[src/rtl/uart_regfront_pkg.sv]
package uart_regfront_pkg;

    localparam int DATA_W = 8;
    localparam int ADDR_W = 6;

    localparam logic [ADDR_W-1:0] OFS_MODE = 6'h00;
    localparam logic [ADDR_W-1:0] OFS_CTRL = 6'h08;
    localparam logic [ADDR_W-1:0] OFS_TXD  = 6'h0C;
    localparam logic [ADDR_W-1:0] OFS_STAT = 6'h10;
    localparam logic [ADDR_W-1:0] OFS_RXD  = 6'h14;
    localparam logic [ADDR_W-1:0] OFS_FCTL = 6'h18;
    localparam logic [ADDR_W-1:0] OFS_PORT = 6'h20;

    // control register bit positions
    localparam int CTRL_RE  = 4;
    localparam int CTRL_TE  = 5;
    localparam int CTRL_RIE = 6;
    localparam int CTRL_TIE = 7;

    // FIFO control bit positions
    localparam int FCTL_CLR   = 1;
    localparam int FCTL_TRG_L = 6;

    typedef enum logic [2:0] {
        SEL_NONE, SEL_MODE, SEL_CTRL, SEL_TXD,
        SEL_STAT, SEL_RXD, SEL_FCTL, SEL_PORT
    } reg_sel_e;

    // plain configuration registers held in one array
    localparam int NCFG     = 4;
    localparam int IDX_MODE = 0;
    localparam int IDX_CTRL = 1;
    localparam int IDX_FCTL = 2;
    localparam int IDX_PORT = 3;

    localparam reg_sel_e CFG_SEL [NCFG] = '{SEL_MODE, SEL_CTRL, SEL_FCTL, SEL_PORT};
    localparam logic [DATA_W-1:0] CFG_MASK [NCFG] = '{8'h7B, 8'hFA, 8'hFD, 8'hF3};
    localparam logic [DATA_W-1:0] CFG_RST  [NCFG] = '{8'h00, 8'h20, 8'h00, 8'h00};

    typedef struct packed {
        logic tend;
        logic tde;
        logic brk;
        logic rdf;
        logic dr;
    } stat_flags_t;

    typedef struct packed {
        logic                rd;
        logic                wr;
        reg_sel_e            sel;
        logic [DATA_W-1:0]   wdata;
    } bus_req_t;

    function automatic reg_sel_e decode_ofs(logic [ADDR_W-1:0] a);
        reg_sel_e s;
        case (a)
            OFS_MODE: s = SEL_MODE;
            OFS_CTRL: s = SEL_CTRL;
            OFS_TXD:  s = SEL_TXD;
            OFS_STAT: s = SEL_STAT;
            OFS_RXD:  s = SEL_RXD;
            OFS_FCTL: s = SEL_FCTL;
            OFS_PORT: s = SEL_PORT;
            default:  s = SEL_NONE;
        endcase
        return s;
    endfunction

    function automatic int unsigned trig_level(logic [1:0] code);
        int unsigned t;
        case (code)
            2'd0:    t = 1;
            2'd1:    t = 4;
            2'd2:    t = 8;
            default: t = 14;
        endcase
        return t;
    endfunction

    function automatic logic [DATA_W-1:0] pack_stat(stat_flags_t f);
        return {1'b0, f.tend, f.tde, f.brk, 2'b00, f.rdf, f.dr};
    endfunction

endpackage

[src/rtl/uart_cfg_regs.sv]
module uart_cfg_regs
    import uart_regfront_pkg::*;
(
    input  logic                          clk,
    input  logic                          rst,
    input  bus_req_t                      req,
    output logic [NCFG-1:0][DATA_W-1:0]   cfg_q,
    output logic                          fifo_clr,
    output logic                          ctrl_wr
);

    always_ff @(posedge clk) begin
        for (int i = 0; i < NCFG; i++) begin
            if (rst) begin
                cfg_q[i] <= CFG_RST[i];
            end else if (req.wr && req.sel == CFG_SEL[i]) begin
                cfg_q[i] <= req.wdata & CFG_MASK[i];
            end
        end
    end

    assign ctrl_wr  = req.wr && (req.sel == SEL_CTRL);
    assign fifo_clr = req.wr && (req.sel == SEL_FCTL) && req.wdata[FCTL_CLR];

endmodule

[src/rtl/uart_rxq.sv]
module uart_rxq #(
    parameter  int DEPTH = 16,
    parameter  int W     = 8,
    localparam int PTR_W = $clog2(DEPTH),
    localparam int CNT_W = $clog2(DEPTH + 1)
) (
    input  logic             clk,
    input  logic             rst,
    input  logic             push,
    input  logic [W-1:0]     push_data,
    input  logic             pop_req,
    input  logic             clr,
    output logic [W-1:0]     head,
    output logic [CNT_W-1:0] count,
    output logic [CNT_W-1:0] count_next,
    output logic             stored,
    output logic             popped
);

    logic [W-1:0]     mem [DEPTH];
    logic [PTR_W-1:0] wr_ptr;
    logic [PTR_W-1:0] rd_ptr;

    function automatic logic [PTR_W-1:0] step(logic [PTR_W-1:0] p);
        return (p == PTR_W'(DEPTH - 1)) ? '0 : p + 1'b1;
    endfunction

    assign stored = push && (count < CNT_W'(DEPTH)) && !clr;
    assign popped = pop_req && (count != '0) && !clr;
    assign head   = mem[rd_ptr];

    always_comb begin
        count_next = count;
        if (clr) begin
            count_next = '0;
        end else begin
            case ({stored, popped})
                2'b10:   count_next = count + 1'b1;
                2'b01:   count_next = count - 1'b1;
                default: count_next = count;
            endcase
        end
    end

    always_ff @(posedge clk) begin
        if (rst) begin
            wr_ptr <= '0;
            rd_ptr <= '0;
            count  <= '0;
        end else begin
            count <= count_next;
            if (clr) begin
                wr_ptr <= '0;
                rd_ptr <= '0;
            end else begin
                if (stored) wr_ptr <= step(wr_ptr);
                if (popped) rd_ptr <= step(rd_ptr);
            end
        end
    end

    always_ff @(posedge clk) begin
        if (stored) mem[wr_ptr] <= push_data;
    end

endmodule

[src/rtl/uart_stat_flags.sv]
module uart_stat_flags
    import uart_regfront_pkg::*;
(
    input  logic        clk,
    input  logic        rst,
    input  logic        stat_rd,
    input  logic        stat_wr,
    input  stat_flags_t keep,
    input  logic        ctrl_wr,
    input  logic        ctrl_wr_te,
    input  logic        ctrl_wr_rie,
    input  logic        tx_wr,
    input  logic        te_en,
    input  logic        rie_en,
    input  logic        rx_break,
    input  logic        rx_stored,
    input  logic        rdf_set,
    input  logic        rdf_drop,
    output stat_flags_t flags,
    output logic        irq_rx
);

    stat_flags_t f_n;
    logic        irq_n;

    always_comb begin
        f_n = flags;
        if (stat_rd && te_en) begin
            f_n.tend = 1'b1;
            f_n.tde  = 1'b1;
        end
        if (ctrl_wr && !ctrl_wr_te) f_n.tend = 1'b1;
        if (stat_wr) begin
            if (!keep.tend) f_n.tend = 1'b0;
            if (!keep.tde)  f_n.tde  = 1'b0;
            if (!keep.brk)  f_n.brk  = 1'b0;
            if (!keep.rdf)  f_n.rdf  = 1'b0;
            if (!keep.dr)   f_n.dr   = 1'b0;
        end
        if (tx_wr)     f_n.tde = 1'b0;
        if (rdf_drop)  f_n.rdf = 1'b0;
        if (rx_break)  f_n.brk = 1'b1;
        if (rx_stored) f_n.dr  = 1'b1;
        if (rdf_set)   f_n.rdf = 1'b1;
    end

    always_comb begin
        irq_n = irq_rx;
        if (ctrl_wr && !ctrl_wr_rie)            irq_n = 1'b0;
        if (stat_wr && (!keep.rdf || !keep.dr)) irq_n = 1'b0;
        if (rdf_set && rie_en)                  irq_n = 1'b1;
    end

    always_ff @(posedge clk) begin
        if (rst) begin
            flags  <= '{tend: 1'b1, tde: 1'b1, brk: 1'b0, rdf: 1'b0, dr: 1'b0};
            irq_rx <= 1'b0;
        end else begin
            flags  <= f_n;
            irq_rx <= irq_n;
        end
    end

endmodule

[src/rtl/uart_regfront.sv]
module uart_regfront
    import uart_regfront_pkg::*;
#(
    parameter  int RXQ_DEPTH = 16,
    localparam int CNT_W     = $clog2(RXQ_DEPTH + 1)
) (
    input  logic              clk,
    input  logic              rst,
    input  logic              bus_rd,
    input  logic              bus_wr,
    input  logic [ADDR_W-1:0] bus_addr,
    input  logic [DATA_W-1:0] bus_wdata,
    output logic [DATA_W-1:0] bus_rdata,
    output logic [DATA_W-1:0] tx_data,
    output logic              tx_strobe,
    input  logic [DATA_W-1:0] rx_data,
    input  logic              rx_valid,
    input  logic              rx_break,
    output logic              irq_tx,
    output logic              irq_rx
);

    bus_req_t                      req;
    logic [NCFG-1:0][DATA_W-1:0]   cfg_q;
    logic [DATA_W-1:0]             ctrl_q;
    logic [DATA_W-1:0]             fctl_q;
    logic                          fifo_clr;
    logic                          ctrl_wr;
    logic [DATA_W-1:0]             rx_head;
    logic [CNT_W-1:0]              rx_count;
    logic [CNT_W-1:0]              rx_count_next;
    logic                          rx_stored;
    logic                          rx_popped;
    logic [CNT_W-1:0]              trg;
    logic                          rdf_set;
    logic                          rdf_drop;
    stat_flags_t                   flags;
    stat_flags_t                   keep;
    logic [DATA_W-1:0]             rd_val;

    assign req = '{rd: bus_rd, wr: bus_wr, sel: decode_ofs(bus_addr), wdata: bus_wdata};

    uart_cfg_regs u_cfg (
        .clk      (clk),
        .rst      (rst),
        .req      (req),
        .cfg_q    (cfg_q),
        .fifo_clr (fifo_clr),
        .ctrl_wr  (ctrl_wr)
    );

    assign ctrl_q = cfg_q[IDX_CTRL];
    assign fctl_q = cfg_q[IDX_FCTL];
    assign irq_tx = ctrl_q[CTRL_TIE];
    assign trg    = CNT_W'(trig_level(fctl_q[FCTL_TRG_L +: 2]));

    uart_rxq #(
        .DEPTH (RXQ_DEPTH),
        .W     (DATA_W)
    ) u_rxq (
        .clk        (clk),
        .rst        (rst),
        .push       (rx_valid && ctrl_q[CTRL_RE]),
        .push_data  (rx_data),
        .pop_req    (req.rd && req.sel == SEL_RXD),
        .clr        (fifo_clr),
        .head       (rx_head),
        .count      (rx_count),
        .count_next (rx_count_next),
        .stored     (rx_stored),
        .popped     (rx_popped)
    );

    assign rdf_set  = rx_stored && (rx_count_next >= trg);
    assign rdf_drop = rx_popped && (rx_count_next < trg);

    assign keep = '{tend: bus_wdata[6], tde: bus_wdata[5], brk: bus_wdata[4],
                    rdf: bus_wdata[1], dr: bus_wdata[0]};

    uart_stat_flags u_stat (
        .clk         (clk),
        .rst         (rst),
        .stat_rd     (req.rd && req.sel == SEL_STAT),
        .stat_wr     (req.wr && req.sel == SEL_STAT),
        .keep        (keep),
        .ctrl_wr     (ctrl_wr),
        .ctrl_wr_te  (bus_wdata[CTRL_TE]),
        .ctrl_wr_rie (bus_wdata[CTRL_RIE]),
        .tx_wr       (req.wr && req.sel == SEL_TXD),
        .te_en       (ctrl_q[CTRL_TE]),
        .rie_en      (ctrl_q[CTRL_RIE]),
        .rx_break    (rx_break),
        .rx_stored   (rx_stored),
        .rdf_set     (rdf_set),
        .rdf_drop    (rdf_drop),
        .flags       (flags),
        .irq_rx      (irq_rx)
    );

    always_ff @(posedge clk) begin
        if (rst) begin
            tx_strobe <= 1'b0;
            tx_data   <= '0;
        end else begin
            tx_strobe <= req.wr && req.sel == SEL_TXD;
            if (req.wr && req.sel == SEL_TXD) tx_data <= bus_wdata;
        end
    end

    always_comb begin
        case (req.sel)
            SEL_MODE: rd_val = cfg_q[IDX_MODE];
            SEL_CTRL: rd_val = ctrl_q;
            SEL_FCTL: rd_val = fctl_q;
            SEL_PORT: rd_val = cfg_q[IDX_PORT];
            SEL_STAT: rd_val = pack_stat(flags);
            SEL_RXD:  rd_val = (rx_count != '0) ? rx_head : '0;
            default:  rd_val = '0;
        endcase
    end

    assign bus_rdata = bus_rd ? rd_val : '0;

endmodule

[config.mk]
export PLATFORM = sky130hd
export DESIGN_NAME = uart_regfront
export DESIGN_NICKNAME = d
export VERILOG_FILES = /design/src/rtl/uart_regfront_pkg.sv /design/src/rtl/uart_cfg_regs.sv /design/src/rtl/uart_rxq.sv /design/src/rtl/uart_stat_flags.sv /design/src/rtl/uart_regfront.sv
export SDC_FILE = /design/constraint.sdc
export NUM_CORES = 1
export LEC_CHECK = 0
export ABC_AREA = 1
export CORE_AREA = 2 2 119 121
export DETAILED_ROUTE_END_ITERATION = 8
export DIE_AREA = 0 0 121 123
export DONT_BUFFER_PORTS = 1
export GPL_TIMING_DRIVEN = 0
export PLACE_DENSITY_LB_ADDON = 0.08
export SLEW_MARGIN = 25
export SYNTH_ARGS = -nofsm -noshare
export SYNTH_HDL_FRONTEND = slang
export SYNTH_HIERARCHICAL = 1
export SYNTH_SLANG_ARGS = --single-unit
[constraint.sdc]
create_clock -name clk -period 11.7 [get_ports clk]
set_clock_uncertainty 0.1 [all_clocks]
set_input_delay 0.585 -clock clk [delete_from_list [all_inputs] [get_ports clk]]
set_output_delay 0.585 -clock clk [all_outputs]
set_load 0.005 [all_outputs]
==> reports/results.tsv, run 1 <==
metric	value	unit
Final nets	1002	
first-pass GRT wire length	32700	um
Synth cell types	36	
total gr overflow	0	
hold_buf cts	0	
final period utilization	0.394	
number of placed instances with taps included	1123	
Final Instance Count excl. Fillers	1155	
Power Density	139	nW/um2
Hold Crit Class	input pin to register	
IO Port Bufs	0	
core area	13600	um2
Initial Utilization	0.635	
area of the multi-input gates	2940	um2
# diodes	0	
Fin. Hold Viols	0	
Top cell by count, worst path	nand2_1	
clock root cell	clkbuf_16	
Synth top area share	0.445	
Reg area	4980	um2
FFs w/ async S/R, synth	0	
CP max FO	9	
Ys Warns	6	
hold path start	rst	
fmax	217	MHz
layout cells sized above 1	0.106	
synth cell count leaders	159 x nand2_1, 128 x edfxtp_1, 127 x nor2_1	
Setup Fix Bufs, Post-CTS	0	
Total GRT Usage	0.298	
WP data arrival	4880	ps
Antenna Violating Nets Remaining	0	
final setup fails	0	
pre-CTS WS	6780	ps
CP Capture Type	register	
Critical Path Source Type	input pin	
worst path bufs/invs	6	
initial antenna violation count	0	
setup TNS	0	ps
insertion delay to the later sink of the worst-skew pair	430	ps
CTS Buf Count	17	
die footprint	14900	um2
Crit. Startpoint	bus_addr[1]	
dpl hpwl	15400	um
number of H-tree levels	4	
CP max-delay cell	nor3_1	
Cells after Synth	937	
gpl congestion	0.992	
Die Wd	121	um
DR vias/cell	5.68	
number of global-route vias before repair	6222	
Peak VDD IR	0.130	mV
RSZ-0062 raised after global routing	no	
final setup margin	7090	ps
Hold WS	112	ps
Most used DFF post-synth	edfxtp_1	
drc violations	0	
final slew viol count	0	
Worst EP required	11970	ps
crit-path max cell delay	380	ps
initial DRC count	635	
row cnt	43	
Max-cap violations	0	
worst rel slew slack	0.478	
Filler Cells Inserted	1056	
most frequent cell after synthesis	nand2_1	
via count	6563	
Seq cells post-synth	185	
LEAKAGE	3.66	nW
Worst-path clk slew	70	ps
area leader, netlist	edfxtp_1	
clock sink count	185	
top post-synthesis cells by area	edfxtp_1 44%, dfxtp_1 13%, nand2_1 6.9%	
CP top delay family	simple AND/OR/NAND/NOR gates	
Tmin final	4610	ps
Worst-Margin Slew	780	ps
drt first pass iters	7	
CTS tree	done	
Crit Reg-Reg Startpoint	u_rxq/count[4]	
Post-synth EDFFs	128	
Seq/Total Area, Yosys	0.577	
total wire length	21500	um
CTS max path bufs	2	
routed len/inst	18.6	um
Syn Area/Cell	9.23	um2
Crit Path Class	input pin to register	
io pins	47	
largest net degree at the start of global routing	17	
run status	finished, final reports clean	
Die H	123	um
Post-Syn Area	8650	um2
post-cts gate resize count	0	
Synth-to-Final Area Change	9.78	%
## flip-flops by register name, indices dropped and copies added, names as in the netlist, named ones only
name / count
tx_strobe: 1
u_stat/flags: 5
u_rxq/count: 5
u_rxq/rd_ptr: 4
tx_data: 8
u_stat/irq_rx: 1
u_rxq/mem: 128
u_cfg/cfg_q: 25
u_rxq/wr_ptr: 4
## final cells by class
type | instances | area share
plain buffers | 40 | 0.0260
inverters | 131 | 0.0521
clock buffers | 21 | 0.0475
multi-input cells | 587 | 0.310
clock inverters | 11 | 0.0156
well taps | 180 | 0.0237
flip-flops and latches | 185 | 0.525
## stage by stage
step,instance area (um2),util,total power [mW]
floorplan,8670,-,0.741
global placement,8890,0.653,0.748
detailed placement,8890,0.653,0.749
CTS,9490,0.697,1.32
global route,9490,0.697,1.35
finish,9490,0.697,1.32
## report_power, final
part,total [mW],switching [mW],internal [mW]
clock,0.580,0.239,0.341
sequential,0.702,0.00170,0.701
combinational,0.0331,0.0229,0.0103
total,1.32,0.263,1.05
## worst reg2reg max path: stages, from the launching register on
cell and delay, ps:
dfxtp_1 370, inv_1 120, nand4_1 120, nand3_1 180
inv_2 170, ha_1 310, nand2_1 80, inv_1 90
nor2_2 50, ha_1 170, inv_1 50, nand2_1 80
xnor2_1 180, nand2_1 80, nand2_1 90, nor2_1 50
ha_1 270, nand2_1 50, inv_1 90, nand4_1 120
and3_1 190, nor2_1 90, o21ai_1 60, a21oi_1 110
## routing by layer
layer,GRT usage,part of all wire,up-vias
met2,0.511,0.49,293
li1,-,-,3160
met1,0.359,0.40,3056
met4,0.150,0.036,0
met5,0,0,-
met3,0.0590,0.068,54
## path summary, 6_finish.rpt
| path | to | slack (ps) | depth (start not counted) |
|---|---|---|---|
| setup / recovery | u_stat/flags[1] | 7090 | 29 |
| hold / removal | u_stat/irq_rx | 110 | 1 |
| setup reg to reg | u_stat/flags[1] | 8360 | 23 |
| hold reg to reg | u_stat/flags[2] | 380 | 2 |
## cell families after synthesis
group           count (synthesis)  synth area share
other cells                     1          0.000434
fa+ha+maj                      12            0.0174
flops                         185             0.577
simple gates                  434             0.225
compound gates                130            0.0913
buf+inv                       171            0.0857
xor+xnor                        4           0.00405
## layout by cell type, fill, tap and decap left out, types with 4 or more instances in the layout
| master | count |
|---|---|
| o211ai_2 | 10 |
| o21ai_1 | 5 |
| conb_1 | 7 |
| nand2_1 | 159 |
| nand3_1 | 102 |
| nor2_2 | 7 |
| dfxtp_1 | 57 |
| nand4_1 | 14 |
| buf_6 | 4 |
| a21oi_1 | 44 |
| nor2_4 | 10 |
| clkbuf_16 | 17 |
| nor3_1 | 4 |
| buf_2 | 17 |
| inv_2 | 7 |
| o21ai_0 | 46 |
| clkbuf_1 | 7 |
| clkinvlp_4 | 6 |
| o211ai_1 | 23 |
| buf_4 | 12 |
| edfxtp_1 | 128 |
| inv_1 | 122 |
| ha_1 | 12 |
| nor2_1 | 127 |
No activity file was read; power rests on OpenSTA's default activity.
==> inputs of run 2 (changes only) <==
Settings changed: CORE_AREA 2 2 119 121 to 2 2 120 122, DIE_AREA 0 0 121 123 to 0 0 122 124.
Clock period 11.7 ns to 4.7 ns, I/O delays scaled along.
==> run 2 against run 1 <==
Power grew 140%. Flip-flop and latch count is the same. Via count increased by 1.4%. Global-route usage grew 0.23 points. Sequential share of layout area is 0.76 points lower. Setup slack lost 6700 ps. Register-to-register slack got worse by 7000 ps.
==> reports/results.tsv, run 2 (synthesis gave the netlist of run 1 again) <==
metric	value	unit	change
Final Instance Count excl. Fillers	1175		was 1155
LEAKAGE	3.73	nW	was 3.66 nW
number of global-route vias before repair	6517		was 6222
met3 GRT Util	0.0623		was 0.0590
CP max FO	9		unchanged
layout cells sized above 1	0.101		was 0.106
die footprint	15100	um2	was 14900 um2
Reg area	4980	um2	unchanged
GR Layer Usage met1	0.361		was 0.359
core area	13700	um2	was 13600 um2
drc violations	0		unchanged
Die H	124	um	was 123 um
largest net degree at the start of global routing	17		unchanged
IO Port Bufs	0		unchanged
fmax	230	MHz	
drt first pass iters	5		was 7
Worst-Margin Slew	834	ps	was 780 ps
clock root cell	clkbuf_16		unchanged
via count	6654		was 6563
row cnt	43		unchanged
GR Util met2	0.519		was 0.511
most common cell after layout, fill and taps aside	nand2_1		unchanged
CTS tree	done		unchanged
# diodes	0		unchanged
Total GRT Usage	0.300		was 0.298
Antenna Violating Nets Remaining	0		unchanged
final slew viol count	0		unchanged
Setup Fix Bufs, Post-CTS	0		unchanged
Top cell by count, worst path	nand2_1		unchanged
hold path depth	4		was 1
Tmin final	4350	ps	
routed len/inst	18.7	um	was 18.6 um
insertion delay to the later sink of the worst-skew pair	430	ps	about the same
io pins	47		unchanged
Hold Crit Class	input pin to register		unchanged
CTS max path bufs	2		unchanged
setup TNS	0	ps	unchanged
most frequent cells in the layout	159 x nand2_1, 128 x edfxtp_1, 127 x nor2_1		unchanged
Top reg by flops	u_rxq/mem		unchanged
area of the multi-input gates	2940	um2	unchanged
Worst EP required	4880	ps	was 11970 ps
first-pass GRT wire length	33400	um	was 32700 um
top flop regs	u_rxq/mem x128, u_cfg/cfg_q x25, tx_data x8		unchanged
worst path bufs/invs	6		unchanged
Hold WS	10.5	ps	was 112 ps
total gr overflow	0		unchanged
worst reg-to-reg path cell count	23		unchanged
RSZ-0062 raised after global routing	no		unchanged
Crit Path Class	input pin to register		unchanged
clock sink count	185		unchanged
worst rel slew slack	0.442		was 0.478
WP data arrival	4530	ps	was 4880 ps
CP top delay family	simple AND/OR/NAND/NOR gates		unchanged
crit-path max cell delay	430	ps	was 380 ps
Worst-path clk slew	60	ps	was 70 ps
final setup fails	0		unchanged
Worst path depth	29		unchanged
initial DRC count	697		was 635
CP Capture Type	register		unchanged
Power Density	330	nW/um2	was 139 nW/um2
Peak VDD IR	0.254	mV	was 0.130 mV
CTS Buf Count	17		unchanged
final setup margin	347	ps	was 7090 ps
run status	finished, final reports clean		unchanged
Die Wd	122	um	was 121 um
gpl congestion	0.996		was 0.992
number of placed instances with taps included	1123		unchanged
Max-cap violations	0		unchanged
initial antenna violation count	0		unchanged
pre-CTS WS	-32.2	ps	was 6780 ps
final period utilization	0.926		
Final nets	1022		was 1002
CP max-delay cell	nor3_1		unchanged
Fin. Hold Viols	0		unchanged
Initial Utilization	0.630		was 0.635
total wire length	22000	um	was 21500 um
dpl hpwl	15900	um	was 15400 um
Filler Cells Inserted	1100		was 1056
Critical Path Source Type	input pin		unchanged
max reg flops	128		unchanged
Synth-to-Final Area Change	11.4	%	was 9.78%
FF-to-FF setup slack	1330	ps	was 8360 ps
DR vias/cell	5.66		was 5.68
number of H-tree levels	4		unchanged
layer with the highest usage	met2		unchanged
[run 2: changes by cell type in the layout (fill, tap and decap cells not counted)]
cell	before	now
bufinv_16	3	0
clkbuf_1	7	8
clkbuf_16	17	18
clkbuf_8	1	2
clkinv_1	2	4
clkinv_2	0	2
clkinv_4	0	1
clkinvlp_4	6	2
dlygate4sd3_1	0	20
inv_6	1	0
[run 2: power breakdown]
part | switching, mW | internal [mW] | leakage [nW] | total [mW]
Sequential | 0.00430 | 1.74 | 1.61 | 1.75
Clock | 0.577 | 0.730 | 0.258 | 1.31
Combinational | 0.0834 | 0.0367 | 1.86 | 0.120
Total | 0.664 | 2.51 | 3.73 | 3.18
[run 2: timing repair]
action                                 4_1_cts  5_1_grt
resized for setup                            0        0
hold buffers                                20        0
endpoints found under the hold margin      163        0
[run 2: routing by layer]
| layer | share of wire | vias to the layer above |
|---|---|---|
| met4 | 0.037 | 0 |
| met1 | 0.39 | 3058 |
| met5 | 0 | - |
| met3 | 0.076 | 55 |
| met2 | 0.49 | 335 |
| li1 | - | 3206 |
[run 2: tightest hold or removal path: stages]
cell and delay [ps]:
inv_1 70, nand2_1 80, nand2_1 40, nor2_1 70
[run 2: per-stage QoR]
step | util | area, um2 | power (mW)
6_report | 0.702 | 9630 | 3.18
3_3_place_gp | 0.648 | 8890 | 1.86
4_1_cts | 0.702 | 9630 | 3.18
2_1_floorplan | - | 8670 | 1.85
5_1_grt | 0.702 | 9630 | 3.26
3_5_place_dp | 0.648 | 8890 | 1.86
[run 2: cell type report]
cell class	instances	area share
clock buffer	24	0.0512
tap	180	0.0234
multi-input combinational	587	0.306
sequential	185	0.518
clock inverter	8	0.00468
buffer	40	0.0256
timing repair buffer	20	0.0208
inverter	131	0.0513
[run 2: path summary, 6_finish.rpt]
| path | startpoint | endpoint |
|---|---|---|
| hold reg to reg | u_cfg/cfg_q[24] | u_cfg/cfg_q[24] |
| setup reg to reg | u_rxq/count[2] | u_stat/flags[1] |
| hold / removal | bus_wdata[4] | u_cfg/cfg_q[28] |
| setup / recovery | bus_addr[1] | u_stat/flags[1] |
==> inputs of run 3 (changes only) <==
Settings changed: GPL_TIMING_DRIVEN 0 to 1, REMOVE_ABC_BUFFERS set to 1.
==> run 3 against run 2 <==
Combinational power down 10%. Count of clock-buffer cells in the layout shrank 4. Non-clock buffer count decreased by 30. Via count fell by 3.3%. Final area fell by 1.6%. Die area stayed put. Flip-flop and latch count stayed put. Sequential share of layout area increased by 0.89 points. Final cell count is 2.6% lower. Utilization shrank 1.1 points.
==> reports/results.tsv, run 3 (synthesis gave the netlist of run 1 again) <==
metric	value	unit	change
DR WL met3	1160	um	was 1670 um
Tmin final	4330	ps	was 4350 ps
number of H-tree levels	4		unchanged
initial DRC count	607		was 697
Final nets	992		was 1022
CP Capture Type	register		unchanged
top flop regs	u_rxq/mem x128, u_cfg/cfg_q x25, tx_data x8		unchanged
crit-path max cell delay	570	ps	was 430 ps
WP data arrival	4550	ps	was 4530 ps
Die Wd	122	um	unchanged
Psw	0.669	mW	was 0.664 mW
dpl hpwl	13400	um	was 15900 um
largest net degree at the start of global routing	71		was 17
final slew viol count	0		unchanged
Top cell by count, worst path	nand2_1		unchanged
number of placed instances with taps included	1088		was 1123
final setup fails	0		unchanged
IO Port Bufs	0		unchanged
Fin. Hold Viols	0		unchanged
final period utilization	0.921		was 0.926
drc violations	0		unchanged
worst rel slew slack	0.330		was 0.442
Power Density	335	nW/um2	was 330 nW/um2
final setup margin	370	ps	was 347 ps
total wire length	19600	um	was 22000 um
drt first pass iters	8		was 5
Top reg by flops	u_rxq/mem		unchanged
LEAKAGE	3.60	nW	was 3.73 nW
layout cells sized above 1	0.0850		was 0.101
Sequential Power Share	0.551		about the same
Die H	124	um	unchanged
final core occ	0.691		was 0.702
total gr overflow	0		unchanged
initial antenna violation count	0		unchanged
Worst-path clk slew	70	ps	was 60 ps
Final Instance Count excl. Fillers	1145		was 1175
clock share of power	0.415		was 0.411
insertion delay to the later sink of the worst-skew pair	430	ps	about the same
CP max-delay cell	dlygate4sd3_1		was nor3_1
Worst-Margin Slew	1000	ps	was 834 ps
pre-CTS WS	233	ps	was -32.2 ps
first-pass GRT wire length	31100	um	was 33400 um
Worst EP required	4920	ps	was 4880 ps
CP max FO	11		was 9
worst path bufs/invs	8		was 6
max reg flops	128		unchanged
Metal-1 WL	8010	um	was 8650 um
switch share	0.211		was 0.209
routed wl met2	9950	um	was 10800 um
Int Power	2.50	mW	was 2.51 mW
die footprint	15100	um2	unchanged
Max-cap violations	0		unchanged
DR top layer	met4		unchanged
Hold Crit Class	input pin to register		unchanged
Synth-to-Final Area Change	9.64	%	was 11.4%
Peak VDD IR	0.252	mV	was 0.254 mV
Antenna Violating Nets Remaining	0		unchanged
DR vias/cell	5.62		was 5.66
fmax	231	MHz	was 230 MHz
CTS Buf Count	17		unchanged
most frequent cells in the layout	159 x nand2_1, 128 x edfxtp_1, 126 x nor2_1		was 159 x nand2_1, 128 x edfxtp_1, 127 x nor2_1
CTS tree	done		unchanged
clock sink count	185		unchanged
clock root cell	clkbuf_16		unchanged
combinational share of power	0.034		was 0.038
Crit Path Class	input pin to register		unchanged
# diodes	0		unchanged
routed len/inst	17.1	um	was 18.7 um
Total Power	3.17	mW	was 3.18 mW
row cnt	43		unchanged
CP top delay family	simple AND/OR/NAND/NOR gates		unchanged
most common cell after layout, fill and taps aside	nand2_1		unchanged
Total GRT Usage	0.274		was 0.300
core area	13700	um2	unchanged
setup TNS	0	ps	unchanged
gpl congestion	0.928		was 0.996
Critical Path Source Type	input pin		unchanged
io pins	47		unchanged
Initial Utilization	0.630		unchanged
via count	6436		was 6654
run status	finished, final reports clean		unchanged
number of global-route vias before repair	6150		was 6517
CTS max path bufs	2		unchanged
==> run 3: per-layer routing <==
metal / vias up / global-route usage
met5: - / 0
met3: 41 / 0.0545
met2: 224 / 0.481
met4: 0 / 0.116
met1: 3026 / 0.331
li1: 3145 / -
==> run 3: area by class of cell <==
class	instances	area, um2
multi-input cells	587	2960
inverters	131	494
fillers	1071	4240
repair buffers	30	275
clock buffers	20	437
clock inverters	12	101
well taps	180	225
flip-flops and latches	185	4990
==> run 3: metrics by stage <==
step | hold WS [ps] | instance area (um2)
6_report | 2.87 | 9480
5_1_grt | 23.4 | 9480
4_1_cts | 2.53 | 9430
3_5_place_dp | 202 | 8690
3_3_place_gp | 200 | 8690
2_1_floorplan | 197 | 8420
==> run 3: worst paths after layout <==
check / from / to / slack [ps] / cells past startpoint
setup / recovery: bus_addr[0] / u_stat/irq_rx / 370 / 32
setup reg to reg: u_rxq/count[2] / u_stat/irq_rx / 880 / 25
hold / removal: bus_wdata[4] / u_cfg/cfg_q[28] / 3 / 4
hold reg to reg: u_cfg/cfg_q[4] / u_cfg/cfg_q[4] / 390 / 2
==> run 3: repair_timing <==
item,CTS,global route
resized for setup,0,3
setup endpoints to repair,0,1
endpoints found under the hold margin,162,0
setup buffers,0,5
hold buffers,20,0
==> run 3: power groups by stage <==
stage          Sequential [mW]  Combinational, mW  Clock, mW
6_report                  1.75              0.108       1.31
5_1_grt                   1.75              0.121       1.39
4_1_cts                   1.75              0.104       1.33
3_5_place_dp              1.78             0.0720          0
3_3_place_gp              1.78             0.0702          0
2_1_floorplan             1.78             0.0550          0
==> run 3: worst min-delay path: stages <==
cell and delay (ps):
inv_1 70, nand2_1 80, nand2_1 40, nor2_1 70
